**src/rtl/scd_pkg.sv**
```systemverilog
package scd_pkg;
    localparam int ADDR_W = 16;
    localparam int DATA_W = 8;
    localparam logic [DATA_W-1:0] BLOCKED_READ = 8'hFF;

    typedef struct packed {
        logic              req;
        logic              we;
        logic [ADDR_W-1:0] addr;
        logic [DATA_W-1:0] data;
    } bus_req_t;
endpackage

```
**src/rtl/scd_sequencer.sv**
```systemverilog
module scd_sequencer
    import scd_pkg::*;
#(
    parameter int SLOT_LOG2  = 2,
    parameter int COPY_LEN   = 160,
    parameter int LOCK_AFTER = 8,
    parameter logic [ADDR_W-1:0] DEST_BASE = 16'hFE00
) (
    input  logic              clk,
    input  logic              rst_n,
    input  logic              cfg_we,
    input  logic [7:0]        cfg_page,
    input  logic [DATA_W-1:0] mem_rdata,
    output bus_req_t          eng_o,
    output logic              lock_o
);
    localparam int LAST_STEP = COPY_LEN + 1;
    localparam int CNT_W     = $clog2((LAST_STEP + 1) << SLOT_LOG2);
    localparam int STEP_W    = CNT_W - SLOT_LOG2;
    localparam logic [CNT_W-1:0]     END_CNT  = CNT_W'(LAST_STEP << SLOT_LOG2);
    localparam logic [CNT_W-1:0]     LOCK_CNT = CNT_W'(LOCK_AFTER);
    localparam logic [CNT_W-1:0]     WARM_END = CNT_W'(1 << SLOT_LOG2);
    localparam logic [STEP_W-1:0]    LAST_CPY = STEP_W'(COPY_LEN);
    localparam logic [STEP_W-1:0]    FIN_STEP = STEP_W'(LAST_STEP);
    localparam logic [SLOT_LOG2-1:0] PH_FETCH = SLOT_LOG2'(0);
    localparam logic [SLOT_LOG2-1:0] PH_CAPT  = SLOT_LOG2'(1);
    localparam logic [SLOT_LOG2-1:0] PH_STORE = SLOT_LOG2'(2);

    typedef struct packed {
        logic              active;
        logic [CNT_W-1:0]  cnt;
        logic [7:0]        page;
        logic [DATA_W-1:0] data;
    } seq_state_t;

    seq_state_t state_q, state_d;

    logic [STEP_W-1:0]    step;
    logic [SLOT_LOG2-1:0] phase;
    logic                 in_copy;
    logic [ADDR_W-1:0]    offs;

    always_comb begin
        state_d = state_q;
        eng_o   = '0;
        step    = state_q.cnt[CNT_W-1:SLOT_LOG2];
        phase   = state_q.cnt[SLOT_LOG2-1:0];
        in_copy = (step != '0) && (step <= LAST_CPY);
        offs    = ADDR_W'(step) - ADDR_W'(1);

        if (state_q.active) begin
            state_d.cnt = state_q.cnt + CNT_W'(1);
            if (in_copy && phase == PH_FETCH) begin
                eng_o.req  = 1'b1;
                eng_o.we   = 1'b0;
                eng_o.addr = {state_q.page, 8'h00} + offs;
            end
            if (in_copy && phase == PH_CAPT) begin
                state_d.data = mem_rdata;
            end
            if (in_copy && phase == PH_STORE) begin
                eng_o.req  = 1'b1;
                eng_o.we   = 1'b1;
                eng_o.addr = DEST_BASE + offs;
                eng_o.data = state_q.data;
            end
            if (step == FIN_STEP && phase == PH_FETCH) begin
                state_d.active = 1'b0;
                state_d.cnt    = '0;
            end
        end

        if (cfg_we) begin
            state_d.active = 1'b1;
            state_d.cnt    = '0;
            state_d.page   = cfg_page;
        end
    end

    always_ff @(posedge clk or negedge rst_n) begin
        if (!rst_n) state_q <= '0;
        else        state_q <= state_d;
    end

    assign lock_o = state_q.active && (state_q.cnt >= LOCK_CNT);

    p_start_r1: assert property (@(posedge clk) disable iff (!rst_n)
        cfg_we |=> (state_q.active && state_q.cnt == '0 && state_q.page == $past(cfg_page)));

    p_warmup_quiet_r2: assert property (@(posedge clk) disable iff (!rst_n)
        (state_q.active && state_q.cnt < WARM_END) |-> !eng_o.req);

    p_store_after_fetch_r3: assert property (@(posedge clk) disable iff (!rst_n)
        (eng_o.req && eng_o.we) |-> ($past(eng_o.req, 2) && !$past(eng_o.we, 2)));

    p_tick_r4: assert property (@(posedge clk) disable iff (!rst_n)
        (state_q.active && !cfg_we && state_q.cnt != END_CNT)
        |=> (state_q.active && state_q.cnt == $past(state_q.cnt) + CNT_W'(1)));

    p_finish_r4: assert property (@(posedge clk) disable iff (!rst_n)
        (state_q.active && !cfg_we && state_q.cnt == END_CNT) |=> !state_q.active);

    p_idle_quiet_r10: assert property (@(posedge clk) disable iff (!rst_n)
        !state_q.active |-> (!eng_o.req && !lock_o));
endmodule

```
**src/rtl/scd_filter.sv**
```systemverilog
module scd_filter
    import scd_pkg::*;
#(
    parameter int COPY_LEN = 160,
    parameter logic [ADDR_W-1:0] DEST_BASE = 16'hFE00
) (
    input  logic              clk,
    input  logic              rst_n,
    input  logic              cpu_req,
    input  logic              cpu_we,
    input  logic [ADDR_W-1:0] cpu_addr,
    input  logic [DATA_W-1:0] cpu_wdata,
    input  logic              lock_i,
    input  logic              eng_busy_i,
    input  logic [DATA_W-1:0] mem_rdata,
    output bus_req_t          fwd_o,
    output logic              cpu_stall,
    output logic [DATA_W-1:0] cpu_rdata
);
    localparam logic [ADDR_W:0] WIN_LO = {1'b0, DEST_BASE};
    localparam logic [ADDR_W:0] WIN_HI = WIN_LO + (ADDR_W + 1)'(COPY_LEN);

    typedef struct packed {
        logic rd_blk;
    } flt_state_t;

    flt_state_t state_q, state_d;
    logic in_win;
    logic blocked;

    always_comb begin
        in_win    = ({1'b0, cpu_addr} >= WIN_LO) && ({1'b0, cpu_addr} < WIN_HI);
        blocked   = lock_i && in_win;
        cpu_stall = cpu_req && eng_busy_i;

        fwd_o      = '0;
        fwd_o.req  = cpu_req && !eng_busy_i && !blocked;
        fwd_o.we   = cpu_we;
        fwd_o.addr = cpu_addr;
        fwd_o.data = cpu_wdata;

        state_d.rd_blk = cpu_req && !cpu_we && !eng_busy_i && blocked;
        cpu_rdata      = state_q.rd_blk ? BLOCKED_READ : mem_rdata;
    end

    always_ff @(posedge clk or negedge rst_n) begin
        if (!rst_n) state_q <= '0;
        else        state_q <= state_d;
    end

    p_block_window_r5: assert property (@(posedge clk) disable iff (!rst_n)
        (cpu_req && lock_i && in_win) |-> !fwd_o.req);

    p_outside_pass_r7: assert property (@(posedge clk) disable iff (!rst_n)
        (cpu_req && !in_win && !eng_busy_i) |-> fwd_o.req);

    p_stall_on_engine_r9: assert property (@(posedge clk) disable iff (!rst_n)
        (cpu_req && eng_busy_i) |-> (cpu_stall && !fwd_o.req));
endmodule

```
**src/rtl/scd_port_mux.sv**
```systemverilog
module scd_port_mux
    import scd_pkg::*;
(
    input  logic              clk,
    input  logic              rst_n,
    input  bus_req_t          eng_i,
    input  bus_req_t          fwd_i,
    output logic              mem_req,
    output logic              mem_we,
    output logic [ADDR_W-1:0] mem_addr,
    output logic [DATA_W-1:0] mem_wdata
);
    bus_req_t sel;

    always_comb begin
        sel       = eng_i.req ? eng_i : fwd_i;
        mem_req   = sel.req;
        mem_we    = sel.we;
        mem_addr  = sel.addr;
        mem_wdata = sel.data;
    end

    p_one_owner_r9: assert property (@(posedge clk) disable iff (!rst_n)
        !(eng_i.req && fwd_i.req));
endmodule

```
**src/rtl/sprite_copy_dma.sv**
```systemverilog
module sprite_copy_dma
    import scd_pkg::*;
#(
    parameter int SLOT_LOG2  = 2,
    parameter int COPY_LEN   = 160,
    parameter int LOCK_AFTER = 8,
    parameter logic [15:0] DEST_BASE = 16'hFE00
) (
    input  logic        clk,
    input  logic        rst_n,
    input  logic        cfg_we,
    input  logic [7:0]  cfg_page,
    input  logic        cpu_req,
    input  logic        cpu_we,
    input  logic [15:0] cpu_addr,
    input  logic [7:0]  cpu_wdata,
    output logic [7:0]  cpu_rdata,
    output logic        cpu_stall,
    output logic        mem_req,
    output logic        mem_we,
    output logic [15:0] mem_addr,
    output logic [7:0]  mem_wdata,
    input  logic [7:0]  mem_rdata
);
    bus_req_t eng;
    bus_req_t fwd;
    logic     lock;

    scd_sequencer #(
        .SLOT_LOG2 (SLOT_LOG2),
        .COPY_LEN  (COPY_LEN),
        .LOCK_AFTER(LOCK_AFTER),
        .DEST_BASE (DEST_BASE)
    ) u_seq (
        .clk      (clk),
        .rst_n    (rst_n),
        .cfg_we   (cfg_we),
        .cfg_page (cfg_page),
        .mem_rdata(mem_rdata),
        .eng_o    (eng),
        .lock_o   (lock)
    );

    scd_filter #(
        .COPY_LEN (COPY_LEN),
        .DEST_BASE(DEST_BASE)
    ) u_flt (
        .clk       (clk),
        .rst_n     (rst_n),
        .cpu_req   (cpu_req),
        .cpu_we    (cpu_we),
        .cpu_addr  (cpu_addr),
        .cpu_wdata (cpu_wdata),
        .lock_i    (lock),
        .eng_busy_i(eng.req),
        .mem_rdata (mem_rdata),
        .fwd_o     (fwd),
        .cpu_stall (cpu_stall),
        .cpu_rdata (cpu_rdata)
    );

    scd_port_mux u_mux (
        .clk      (clk),
        .rst_n    (rst_n),
        .eng_i    (eng),
        .fwd_i    (fwd),
        .mem_req  (mem_req),
        .mem_we   (mem_we),
        .mem_addr (mem_addr),
        .mem_wdata(mem_wdata)
    );
endmodule

```
**config.mk**
```make
export PLATFORM = sky130hd
export DESIGN_NAME = sprite_copy_dma
export DESIGN_NICKNAME = d
export VERILOG_FILES = /design/src/rtl/scd_pkg.sv /design/src/rtl/scd_sequencer.sv /design/src/rtl/scd_filter.sv /design/src/rtl/scd_port_mux.sv /design/src/rtl/sprite_copy_dma.sv
export SDC_FILE = /design/constraint.sdc
export NUM_CORES = 1
export LEC_CHECK = 0
export BUFFER_PORTS_ARGS = -buffer_cell sky130_fd_sc_hd__buf_2
export CAP_MARGIN = 20
export CELL_PAD_IN_SITES_DETAIL_PLACEMENT = 0
export CELL_PAD_IN_SITES_GLOBAL_PLACEMENT = 1
export CORE_AREA = 4 4 82 84
export DETAILED_ROUTE_END_ITERATION = 16
export DIE_AREA = 0 0 86 88
export PLACE_DENSITY = 0.8
export SYNTH_ARGS = -nofsm -noshare
export SYNTH_HDL_FRONTEND = slang
export SYNTH_SLANG_ARGS = --single-unit
export TNS_END_PERCENT = 30
```
**constraint.sdc**
```tcl
create_clock -name clk -period 3.09 [get_ports clk]
set_input_delay 0.1545 -clock clk [delete_from_list [all_inputs] [get_ports clk]]
set_output_delay 0.1545 -clock clk [all_outputs]
set_load 0.01 [all_outputs]
```
# After elaboration in Yosys (flattened, before gate mapping)
# Index checks and enable logic that the tools add are counted.
[totals]
register_bits = 28
inputBits = 45
out_inout_bits = 35
word_cells = 45
[classes]
addsub = 4
magnitude_cmp = 4
eq_ne = 3
n_mux = 8
n_reduce_logical = 21
[ops]
columns = ["op", "count"]
rows = [
  ["$mux W26", 3],
  ["$mux W11", 2],
  ["$mux W19", 1],
  ["$mux W18", 1],
  ["$add A16 B16 Y16", 1],
  ["$add A16 B16 Y16 const A", 1],
  ["$ge A16 B16 Y1 const B", 1],
  ["$lt A16 B16 Y1 const B", 1],
  ["$logic_and A1 B1 Y1", 14],
  ["$add A10 B1 Y10 const B", 1],
  ["$ge A10 B4 Y1 const B", 1],
  ["$sub A8 B1 Y9 const B", 1],
  ["$eq A8 B8 Y1 const B", 1],
  ["$le A8 B8 Y1 const B", 1],
  ["$mux W8", 1],
  ["$reduce_bool A8 Y1", 1],
  ["$logic_not A1 Y1", 3],
  ["$eq A2 B1 Y1 const B", 1],
  ["$eq A2 B2 Y1 const B", 1],
  ["$logic_not A2 Y1", 1],
  ["$reduce_and A2 Y1", 1],
  ["$reduce_bool A2 Y1", 1],
]

# Logic depth before layout (Yosys ltp)
[logic_depth]
depth_word = 10
ltp_mapped = 11
depth_no_buf = 11

# Cells and area by module
# A second synthesis with hierarchy kept.
[hier_totals]
hier_cells = 279
hier_area_um2 = 2705.1
[by_module_without_submodules]
columns = ["mod", "n_inst", "cells_per_inst", "area_per_inst_um2", "seq_area_each_um2"]
rows = [
  ["scd_sequencer", 1, 207, 1966.9, 675.6],
  ["scd_port_mux", 1, 29, 410.4, 0.0],
  ["scd_filter", 1, 43, 327.8, 25.0],
]

# Worst setup path before layout
# No wires, ideal clock.
[synth_timing]
kind = "reg2out"
start = "reg u_seq.state_q[18] (netlist bit)"
end = "out mem_addr[14]"
arrival_time_ns = 2.545
slack_ns = 0.391
path_stages_with_launch = 12
path_cell_list = "dfrtp_1 > inv_1 > ha_1 > nand3_1 > inv_1 > ha_1 > fa_1 > a211oi_1 > o21bai_1 > a21oi_1 > xor2_1 > o211ai_1"
[synth_via]
elab_chain_len = 7
[synth_lines]
columns = ["element", "line", "text"]
rows = [
  ["start, declared", "scd_sequencer.sv:36", "seq_state_t state_q, state_d;"],
  ["start signal, assigned", "scd_sequencer.sv:82", "else state_q <= state_d;"],
  ["parallel branches: the longest is 4 deep, another holds $add A16 B16 Y16", "-", ""],
  ["$mux W26 *", "scd_sequencer.sv:61", "if (in_copy && phase == PH_STORE) begin"],
  ["$mux W26 *", "scd_sequencer.sv:51", "if (state_q.active) begin"],
  ["$mux W26 *", "scd_port_mux.sv:16", "sel = eng_i.req ? eng_i : fwd_i;"],
  ["end, declared", "sprite_copy_dma.sv:21", "output logic [15:0] mem_addr,"],
]
# Every way passes the cells marked *.

# Final worst setup path
[layout_timing]
start = "reg u_seq.state_q[18] (netlist bit)"
end = "out mem_wdata[1]"
[layout_via]
elab_chain_len = 7
[layout_lines]
columns = ["element", "line", "text"]
rows = [
  ["$le A8 B8 Y1 / $reduce_bool A8 Y1 (equally long branches)", "scd_sequencer.sv:48", "in_copy = (step != '0) && (step <= LAST_CPY);"],
  ["$logic_and A1 B1 Y1 *", "scd_sequencer.sv:48", ""],
  ["$logic_and A1 B1 Y1", "scd_sequencer.sv:53", "if (in_copy && phase == PH_FETCH) begin"],
  ["$mux W18", "scd_sequencer.sv:53", ""],
  ["$mux W26 *", "scd_sequencer.sv:61", ""],
  ["$mux W26 *", "scd_sequencer.sv:51", ""],
  ["$mux W26 *", "scd_port_mux.sv:16", ""],
  ["end, declared", "sprite_copy_dma.sv:22", "output logic [7:0] mem_wdata,"],
]
# Mark *: on every way between the ends. The rest lies on a longest branch, timed or not.

==> flow_summary_export.csv <==
group,metric,value,unit
routing,ant_nets,0,
routing,num_vias,2001,
routing,first_iter_violations,103,
sta,worstMarginPinSlew,675,ps
placement,gp_congestion,0.800,
grt,grt_max_degree,29,
power,finalPower,1.02,mW
power,power_density,376,nW/µm²
synthesis,ys_types,43,
critical_path,crit_path_cell_trace,"buf_4 -> or4_4 -> o311ai_4 -> and3_4 -> and2_1 -> a22o_1 -> buf_2",
cts,numCtsBuffers,3,
routing,vias_per_cell,5.13,
power,internal_power,0.705,mW
grt,grt_usage,15.4,%
critical_path,slowest_delay,580,ps
cts,h-tree-depth,1,
critical_path,cp_max_fo,10,
critical_path,required,2940,ps
routing,drc_errors,0,
power,p_sw,0.316,mW
power,p_leak,1.37,nW
sta,slew_violations,0,
critical_path,path_delay_family,"simple AND/OR/NAND/NOR gates",
routing,drt_first_pass_iters,4,
placement,place_worst_setup_slack,343,ps
placement,dpl.hpwl,4450,µm
routing,wl_per_cell,14.7,µm
cts,clk_pin_slew,100,ps
routing,wirelength,5730,µm
critical_path,r2r_setup_slack,870,ps
layout,final_common_cell,"buf_2",
placement,dpl_cell_area,2630,µm²
grt,antenna_found_initial,0,
layout,postLayoutCellArea,2720,µm²
power,pwr-share-seq,44.4,%
sta,timing.final.crit_period,2900,ps
critical_path,critPathCaptureType,"output pin",
sta,fin_worst_skew,6.31,ps
cts,cts.sinks,28,
synthesis,synthCells,232,
sta,slew_headroom,55.0,%
critical_path,rr_worst_depth,6,
sta,finalSetupViolCount,0,
layout,layout_common_cells,"79 x buf_2, 29 x nand2_1, 28 x dfrtp_1",
synthesis,synth_ff_type,"dfrtp_1",
synthesis,synth-seq-area-share,33.0,%
critical_path,slowest_stage,"or4_4",
critical_path,arrival,2750,ps
power,ir_drop,0.000235,V
floorplan,fp.dieH,88,µm
critical_path,path_buf_inv,2,
layout,postLayoutCoreUtil,45.9,%
cts,tritoncts,"built",
cts,clkLatencyLatePin,280,ps
synthesis,synth_fp_nets,293,
layout,area_growth,28.2,%
layout,diodes,0,
power,sw_frac_of_total,30.9,%
status,status,"complete, no violations",
cts,clock_path_buffers,2,
hold_path,hold_depth,2,
sta,clock.fmax,345,MHz
floorplan,coreArea,5920,µm²
sta,hold_violations,0,
flow_run,max_cap_viol_count,0,
synthesis,postSynthAreaPerCell,9.14,µm²
sta,fin_setup_tns,0,ps
floorplan,die_w,86,µm
synthesis,synth_warnings,0,
sta,worst_hold_slack,46.4,ps
cts,clockRootBuffer,"clkbuf_8",
layout,nets,377,
sta,layout_setup_ws,188,ps
critical_path,critPathLaunchType,"flip-flop",
synthesis,synth_area,2120,µm²
hold_path,hold_class,"in2reg",
critical_path,crit_cells,7,
floorplan,fp-row-count,28,
floorplan,dieArea,7570,µm²
layout,layout.cells.non_filler,390,
synthesis,synth-async-reset-ratio,100,%
critical_path,crit_type,"reg2out",
synthesis,synth-seq-cells,28,
power,p_comb_share,32.8,%
floorplan,start_util,35.8,%
floorplan,io_pins,80,
placement,io_buffers,79,
grt,grt_overflow,0,
placement,place_inst,385,
layout,drive_above_1_share,40.6,%
grt,grt_pass1_vias,1960,
power,pwr-share-clk,22.9,%
sta,post-route-period-util,93.9,%
grt,grt_pass1_wl,9410,µm
synthesis,synth_edf_count,0,
## synth_stat cells, types with 2 or more instances
library cell   n  area share (%)
a21o_1         4             1.4
a21oi_1        8             1.9
a22o_1         9             3.7
buf_2          5             1.2
clkbuf_1       4            0.71
dfrtp_1       28              33
ha_1          15             8.8
inv_1          8             1.4
mux2_2        16             8.5
nand2_1       29             5.1
nand3_1        8             1.9
nand4_1        5             1.5
nor2_1        10             1.8
nor3_1         4            0.94
nor4_1         2            0.59
o211ai_1       5             1.8
o21ai_0       23             5.4
o31ai_1        5             1.8
or2_2          9             2.7
xnor2_1        7             2.9
xor2_1         6             2.5
## final timing paths
| kind | end | startpoint |
|---|---|---|
| min | u_flt.state_q$_DFF_PN0_ | cpu_we |
| max reg2reg | u_seq.state_q[5]$_DFFE_PN0P_ | u_seq.state_q[18]$_DFFE_PN0P_ |
| min reg2reg | u_seq.state_q[4]$_DFFE_PN0P_ | u_seq.state_q[4]$_DFFE_PN0P_ |
| max in group asynchronous | u_seq.phase[1]$_DFFE_PN0P_ | rst_n |
| max | mem_wdata[1] | u_seq.state_q[18]$_DFFE_PN0P_ |
| min in group asynchronous | u_seq.state_q[12]$_DFFE_PN0P_ | rst_n |
## power groups by stage
stage               Sequential (mW)  Combinational (mW)  Clock (mW)
finish                        0.453               0.335       0.234
global route                  0.460               0.374       0.264
CTS                           0.453               0.335       0.244
detailed placement            0.461               0.332           0
global placement              0.458               0.327           0
floorplan                     0.452               0.219           0
## worst register-to-register path, delay by kind of cell, from the launching register on
family                 cells  cell delay, ps
AO/OA/AOI/OAI              1             310
flip-flops                 1             390
AND/OR/NAND/NOR            3             960
multiplexers               1             290
buffers and inverters      1             170
## registers in the layout, indices dropped and copies added, names as in the netlist
| register | flops |
|---|---|
| u_seq.state_q | 25 |
| u_seq.phase | 2 |
| u_flt.state_q | 1 |
## timing repair
item | in CTS | in global routing
hold endpoints to repair | 28 | 0
setup buffers | 0 | 0
resized for setup | 0 | 7
setup endpoints to repair | 0 | 3
hold buffers | 1 | 0
## cell families after synthesis
kind of cell	after synthesis	share of synthesized area, %
AO/OA/AOI/OAI	64	21.1
XOR/XNOR	13	5.37
adder cells (fa/ha/maj)	16	9.79
buffers and inverters	19	4.19
flip-flops	28	33.0
multiplexers	16	8.50
AND/OR/NAND/NOR	76	18.1
## metal layers
layer | wire [µm] | track usage (%) | vias to the layer above
met5 | 0 | 0 | -
met4 | 44 | 3.60 | 0
met3 | 436 | 3.01 | 4
met2 | 2710 | 26.5 | 62
met1 | 2540 | 20.1 | 930
li1 | - | - | 1005
## cell type report
class	instances	area, µm²
flip-flops and latches	28	701
clock buffers	4	55.1
well taps	75	93.8
repair buffers	90	480
multi-input cells	185	1360
inverters	8	32.5
fillers	590	3200
No activity file was read; power rests on OpenSTA's default activity.
